### config.mk
export PLATFORM = sky130hd
export DESIGN_NAME = bar_window_validator
export DESIGN_NICKNAME = d
export VERILOG_FILES = /design/src/rtl/bawv_pkg.sv /design/src/rtl/bawv_window_eval.sv /design/src/rtl/bawv_hit_match.sv /design/src/rtl/bar_window_validator.sv
export SDC_FILE = /design/constraint.sdc
export NUM_CORES = 2
export LEC_CHECK = 0
export BUFFER_PORTS_ARGS = -buffer_cell sky130_fd_sc_hd__buf_2
export CAP_MARGIN = 15
export CORE_AREA = 2 2 285 287
export CTS_BUF_LIST = sky130_fd_sc_hd__clkbuf_8
export DETAILED_ROUTE_END_ITERATION = 8
export DIE_AREA = 0 0 287 289
export PLACE_DENSITY = 0.75
export RECOVER_POWER = 100
export SYNTH_ARGS = -nofsm -noshare
export SYNTH_HDL_FRONTEND = slang
export SYNTH_SLANG_ARGS = --single-unit
### constraint.sdc
create_clock -name clk -period 7.9 [get_ports clk]
set_clock_uncertainty 0.2 [all_clocks]
set_input_delay 0.79 -clock clk [delete_from_list [all_inputs] [get_ports clk]]
set_output_delay 0.79 -clock clk [all_outputs]
set_load 0.005 [all_outputs]
### src/rtl/bawv_pkg.sv
package bawv_pkg;
    // Controller states of the window walk
    typedef enum logic [1:0] {
        ST_IDLE   = 2'd0,
        ST_EVAL   = 2'd1,
        ST_REPORT = 2'd2
    } bawv_state_e;

    // Bit positions inside the space enable input
    localparam int EN_IO_BIT  = 0;
    localparam int EN_MEM_BIT = 1;
endpackage

### src/rtl/bawv_window_eval.sv
// Decodes one window: aligned base, end address and validity.
module bawv_window_eval #(
    parameter int              ADDR_W   = 32,
    parameter logic [ADDR_W-1:0] IO_LIMIT = ADDR_W'(32'h0001_0000)
) (
    input  logic [ADDR_W-1:0] reg_val,
    input  logic [ADDR_W-1:0] size,
    input  logic              is_io,
    input  logic              is_rom,
    input  logic              io_en,
    input  logic              mem_en,
    output logic              ok,
    output logic [ADDR_W-1:0] base,
    output logic [ADDR_W-1:0] last
);
    logic [ADDR_W-1:0] size_m1;
    logic              bad_size;
    logic              shape_ok;

    always_comb begin
        size_m1  = size - 1'b1;
        base     = reg_val & ~size_m1;
        last     = base + size_m1;
        bad_size = (size == '0) || ((size & size_m1) != '0);
        shape_ok = (base != '0) && (last > base);
        if (bad_size) begin
            ok = 1'b0;
        end else if (is_io && !is_rom) begin
            ok = io_en && shape_ok && (last < IO_LIMIT);
        end else begin
            ok = mem_en && shape_ok && (last != '1) && (!is_rom || reg_val[0]);
        end
    end
endmodule

### src/rtl/bawv_hit_match.sv
// Parallel inclusive range match of the lookup address against stored windows.
module bawv_hit_match #(
    parameter int NUM_WIN = 7,
    parameter int ADDR_W  = 32
) (
    input  logic [NUM_WIN-1:0]        win_valid,
    input  logic [NUM_WIN-1:0]        win_io,
    input  logic [NUM_WIN*ADDR_W-1:0] win_base,
    input  logic [NUM_WIN*ADDR_W-1:0] win_last,
    input  logic [ADDR_W-1:0]         addr,
    input  logic                      addr_io,
    output logic [NUM_WIN-1:0]        hit
);
    for (genvar w = 0; w < NUM_WIN; w++) begin : g_cmp
        logic [ADDR_W-1:0] lo;
        logic [ADDR_W-1:0] hi;
        assign lo     = win_base[w*ADDR_W +: ADDR_W];
        assign hi     = win_last[w*ADDR_W +: ADDR_W];
        assign hit[w] = win_valid[w] && (win_io[w] == addr_io)
                        && (addr >= lo) && (addr <= hi);
    end
endmodule

### src/rtl/bar_window_validator.sv
module bar_window_validator #(
    parameter int NUM_BARS = 6,
    parameter int ADDR_W   = 32,
    parameter logic [ADDR_W-1:0] IO_LIMIT = ADDR_W'(32'h0001_0000)
) (
    input  logic                             clk,
    input  logic                             rst_n,
    input  logic [(NUM_BARS+1)*ADDR_W-1:0]   bar_vals,
    input  logic [(NUM_BARS+1)*ADDR_W-1:0]   win_sizes,
    input  logic [NUM_BARS:0]                win_io,
    input  logic [1:0]                       cmd_en,
    input  logic                             remap,
    input  logic [ADDR_W-1:0]                lookup_addr,
    input  logic                             lookup_io,
    output logic [NUM_BARS:0]                hit,
    output logic [NUM_BARS:0]                map_valid,
    output logic [(NUM_BARS+1)*ADDR_W-1:0]   map_base,
    output logic [NUM_BARS:0]                size_err,
    output logic                             map_changed
);
    import bawv_pkg::*;

    localparam int NUM_WIN = NUM_BARS + 1;
    localparam int ROM_IDX = NUM_BARS;
    localparam int IDX_W   = $clog2(NUM_WIN);

    bawv_state_e       state, state_nx;
    logic [IDX_W-1:0]  idx;
    logic              chg_acc;
    logic              last_idx;

    logic [ADDR_W-1:0] base_r [NUM_WIN];
    logic [ADDR_W-1:0] last_r [NUM_WIN];
    logic [NUM_WIN-1:0] vld_r;
    logic [NUM_WIN-1:0] io_r;

    // Selected window inputs
    logic [ADDR_W-1:0] sel_bar, sel_size;
    logic              sel_io, sel_rom;
    logic              ev_ok;
    logic [ADDR_W-1:0] ev_base, ev_last, ev_store;

    assign sel_bar  = bar_vals[int'(idx)*ADDR_W +: ADDR_W];
    assign sel_size = win_sizes[int'(idx)*ADDR_W +: ADDR_W];
    assign sel_rom  = (idx == IDX_W'(ROM_IDX));
    assign sel_io   = win_io[idx] && !sel_rom;
    assign last_idx = (idx == IDX_W'(NUM_WIN-1));
    assign ev_store = ev_ok ? ev_base : '1;

    bawv_window_eval #(.ADDR_W(ADDR_W), .IO_LIMIT(IO_LIMIT)) u_eval (
        .reg_val (sel_bar),
        .size    (sel_size),
        .is_io   (sel_io),
        .is_rom  (sel_rom),
        .io_en   (cmd_en[EN_IO_BIT]),
        .mem_en  (cmd_en[EN_MEM_BIT]),
        .ok      (ev_ok),
        .base    (ev_base),
        .last    (ev_last)
    );

    // Next-state logic
    always_comb begin
        state_nx = state;
        unique case (state)
            ST_IDLE:   if (remap)    state_nx = ST_EVAL;
            ST_EVAL:   if (last_idx) state_nx = ST_REPORT;
            ST_REPORT: state_nx = ST_IDLE;
            default:   state_nx = ST_IDLE;
        endcase
    end

    // State register
    always_ff @(posedge clk or negedge rst_n) begin
        if (!rst_n) state <= ST_IDLE;
        else        state <= state_nx;
    end

    // Window storage and walk counter
    always_ff @(posedge clk or negedge rst_n) begin
        if (!rst_n) begin
            idx     <= '0;
            chg_acc <= 1'b0;
            vld_r   <= '0;
            io_r    <= '0;
            for (int w = 0; w < NUM_WIN; w++) begin
                base_r[w] <= '1;
                last_r[w] <= '0;
            end
        end else begin
            unique case (state)
                ST_IDLE: begin
                    if (remap) begin
                        idx     <= '0;
                        chg_acc <= 1'b0;
                    end
                end
                ST_EVAL: begin
                    vld_r[idx]  <= ev_ok;
                    io_r[idx]   <= sel_io;
                    base_r[idx] <= ev_store;
                    last_r[idx] <= ev_last;
                    if (ev_store != base_r[idx]) chg_acc <= 1'b1;
                    idx <= idx + 1'b1;
                end
                ST_REPORT: idx <= '0;
                default: ;
            endcase
        end
    end

    // Outputs
    always_comb begin
        map_changed = 1'b0;
        unique case (state)
            ST_REPORT: map_changed = chg_acc;
            default:   map_changed = 1'b0;
        endcase
    end

    logic [NUM_WIN*ADDR_W-1:0] last_flat;

    for (genvar w = 0; w < NUM_WIN; w++) begin : g_out
        logic [ADDR_W-1:0] sz;
        assign sz          = win_sizes[w*ADDR_W +: ADDR_W];
        assign size_err[w] = (sz != '0) && ((sz & (sz - 1'b1)) != '0);
        assign map_base[w*ADDR_W +: ADDR_W]  = base_r[w];
        assign last_flat[w*ADDR_W +: ADDR_W] = last_r[w];
    end

    assign map_valid = vld_r;

    bawv_hit_match #(.NUM_WIN(NUM_WIN), .ADDR_W(ADDR_W)) u_hit (
        .win_valid (vld_r),
        .win_io    (io_r),
        .win_base  (map_base),
        .win_last  (last_flat),
        .addr      (lookup_addr),
        .addr_io   (lookup_io),
        .hit       (hit)
    );
endmodule

==> impl_metrics.env <==
export IMPL_die_h_um=289
export IMPL_cp_max_fo=19
export IMPL_whs_path_depth=3
export IMPL_worstSetupEndpointType="register"
export IMPL_portBuffers=738
export IMPL_htree_levels=3
export IMPL_slew_violations=423
export IMPL_cts_sinks=468
export IMPL_ys_seq_area_share_pct=30.2
export IMPL_grt_max_degree=180
export IMPL_hold_violations=0
export IMPL_final_common_cell="buf_2"
export IMPL_nets=6420
export IMPL_fp_coreArea_um2=79900
export IMPL_die_x_um=287
export IMPL_power_density_nw_per_um2=459
export IMPL_die_area_um2=82900
export IMPL_p_leak_nw=23.6
export IMPL_io_pins=739
export IMPL_finalCritPeriodShare_pct=96.4
export IMPL_tightest_slew_ns=6.77
export IMPL_cts_buffer_depth=3
export IMPL_drv_cap=5
export IMPL_finalSetupViolCount=0
export IMPL_drtIter0Drc=3850
export IMPL_clk_pin_slew_worst_paths_ns=0.07
export IMPL_layout_common_cells="buf_2 (683), nand2_1 (569), inv_1 (517)"
export IMPL_fmax_ghz=0.131
export IMPL_cpMostUsedCell="buf_4"
export IMPL_hold_class="input port to register"
export IMPL_yosysWarnings=0
export IMPL_yosys_most_used_dff="dfrtp_1"
export IMPL_reg2reg_depth=26
export IMPL_cpPeakStageDelay_ns=0.53
export IMPL_synth_edff_count=0
export IMPL_cp_slowest_cell="dfrtp_4"
export IMPL_gp_congestion=1.05
export IMPL_cts_hold_buffers=0
export IMPL_synth_area_um2=39600
export IMPL_crit_path_start_kind="register"
export IMPL_ys_ff_latch=468
export IMPL_track_usage_pct=42.6
export IMPL_insertion_delay_ns=0.70
export IMPL_layout_drive_gt1_share_pct=20.1
export IMPL_fillCellCount=7440
export IMPL_synth_avg_cell_area_um2=8.43
export IMPL_area_delta_synth_final_pct=17.1
export IMPL_required_ns=8.28
export IMPL_post_drt_wl_per_cell_um=27.6
export IMPL_ant_nets=0
export IMPL_grt_first_pass_wirelength_um=258000
export IMPL_antenna_found_initial=44
export IMPL_critPathKind="register to register"
export IMPL_timing_slew_headroom_pct=-352
export IMPL_total_power_mw=21.3
export IMPL_cts_tree="done"
export IMPL_vdd_drop_max_uv=232
export IMPL_finalCriticalPeriod_ns=7.62
export IMPL_grt_ovfl_total=0
export IMPL_outcome="finished with violations"
export IMPL_critPathArrivalTime_ns=8.00
export IMPL_dpl_hpwl_um=145000
export IMPL_syn_inst=4702
export IMPL_routed_wl_um=182000
export IMPL_syn_num_nets=5710
export IMPL_synth_cell_types=95
export IMPL_row_count=104
export IMPL_cts_root_buf="clkbuf_8"
export IMPL_async_flop_share_pct=100
export IMPL_drc=0
export IMPL_start_util_pct=49.6
export IMPL_violations="max-capacitance violations, max-slew violations"
export IMPL_drt_pass1_iterations=6
export IMPL_grt_pass1_vias=38200
export IMPL_num_vias=40500
export IMPL_via_per_inst=6.16
export IMPL_cts_buffers=78
export IMPL_finalSetupTns_ns=0
export IMPL_whs_ns=0.225
registers in the layout (all words and copies together), names as in the netlist:
| signal | flops |
|---|---|
| map_valid | 7 |
| io_r | 7 |
| state | 2 |
| last_flat | 224 |
| map_base | 224 |
| chg_acc | 1 |
| idx | 3 |
stage by stage:
step                      setup WS (ns)  instances  instance area, um^2  util [%]
final                             0.283       6578                46400      58.1
after global routing            -0.0369       6570                46400      58.1
after detailed placement       -0.00946       6381                44700      55.9
after floorplan                  0.0101       4702                39600         -
after CTS                        0.0555       6521                46300      57.9
after global placement            0.116       6381                44700      55.9
power breakdown:
part	leakage (nW)	switching (mW)	internal, mW
Sequential	5.11	1.16	3.99
Clock	0.925	1.06	1.19
Combinational	17.5	8.81	5.09
Total	23.6	11.0	10.3
synthesized netlist by cell type, drive strengths merged, types with 10 or more instances:
| cell type | number | area (um^2) |
|---|---|---|
| o31ai | 12 | 95.1 |
| o221ai | 27 | 243 |
| o22ai | 22 | 144 |
| inv | 495 | 1860 |
| ha | 515 | 6440 |
| and3 | 53 | 332 |
| a21boi | 25 | 188 |
| o21ai | 606 | 3030 |
| nand4 | 116 | 726 |
| or2 | 32 | 200 |
| nor3 | 57 | 285 |
| a31oi | 11 | 68.8 |
| nor4bb | 12 | 120 |
| buf | 65 | 333 |
| o2111ai | 10 | 87.6 |
| dfstp | 224 | 5890 |
| nor2b | 69 | 432 |
| mux4 | 29 | 657 |
| o211ai | 14 | 105 |
| a21o | 141 | 1060 |
| xnor2 | 24 | 210 |
| a211oi | 10 | 75.1 |
| or4 | 26 | 203 |
| a221o | 45 | 450 |
| nand2 | 571 | 2150 |
| dfrtp | 244 | 6110 |
| nand2b | 81 | 507 |
| nor2 | 154 | 588 |
| nor4 | 36 | 231 |
| mux2 | 87 | 980 |
| nand3 | 66 | 335 |
| o21a | 26 | 195 |
| maj3 | 40 | 402 |
| a21oi | 227 | 1140 |
| a22oi | 94 | 706 |
| clkbuf | 159 | 597 |
| or3 | 49 | 327 |
| mux2i | 132 | 1320 |
cells by family after synthesis:
kind of cell | synth area share [%]
simple gates | 16.8
compound gates | 20.6
buf+inv | 7.03
fa+ha+maj | 17.3
flops | 30.2
mux | 7.46
xor+xnor | 0.597
other cells | 0.00946
cell type report:
type | count | area [um^2] | area share, %
multi-input combinational | 3515 | 25000 | 53.8
inverter | 495 | 1860 | 4.00
clock buffer | 95 | 1310 | 2.82
tap | 1060 | 1330 | 2.86
antenna | 46 | 115 | 0.248
clock inverter | 45 | 277 | 0.596
sequential | 468 | 12000 | 25.9
timing repair buffer | 854 | 4550 | 9.81
critical path: cells and delay by family (launching register included):
kind            cells  cell delay [ns]
mux                 1             0.31
buf+inv             4             0.88
flops               1             0.53
simple gates       13             3.37
compound gates      6             1.36
fa+ha+maj           2             0.79
metal layers:
metal,GRT usage (%),share of wire (%)
met1,50.5,37
met2,68.2,46
met3,7.28,8.0
met4,34.8,9.2
met5,0,0
path summary, 6_finish.rpt:
check	slack, ns	end	start
worst min register to register	0.28	last_flat[127]	last_flat[127]
worst min-delay path	0.23	state[0]	remap
min in group asynchronous	2.45	last_flat[154]	rst_n
worst max-delay path	0.28	map_base[52]	idx[2]
worst max register to register	0.28	map_base[52]	idx[2]
max in group asynchronous	1.18	last_flat[147]	rst_n
repair_timing:
| item | in CTS | in global routing |
|---|---|---|
| resized for setup | 0 | 9 |
| setup endpoints to repair | 0 | 225 |
| buffers inserted | 0 | 11 |
Power figures use the tool's default switching activity.
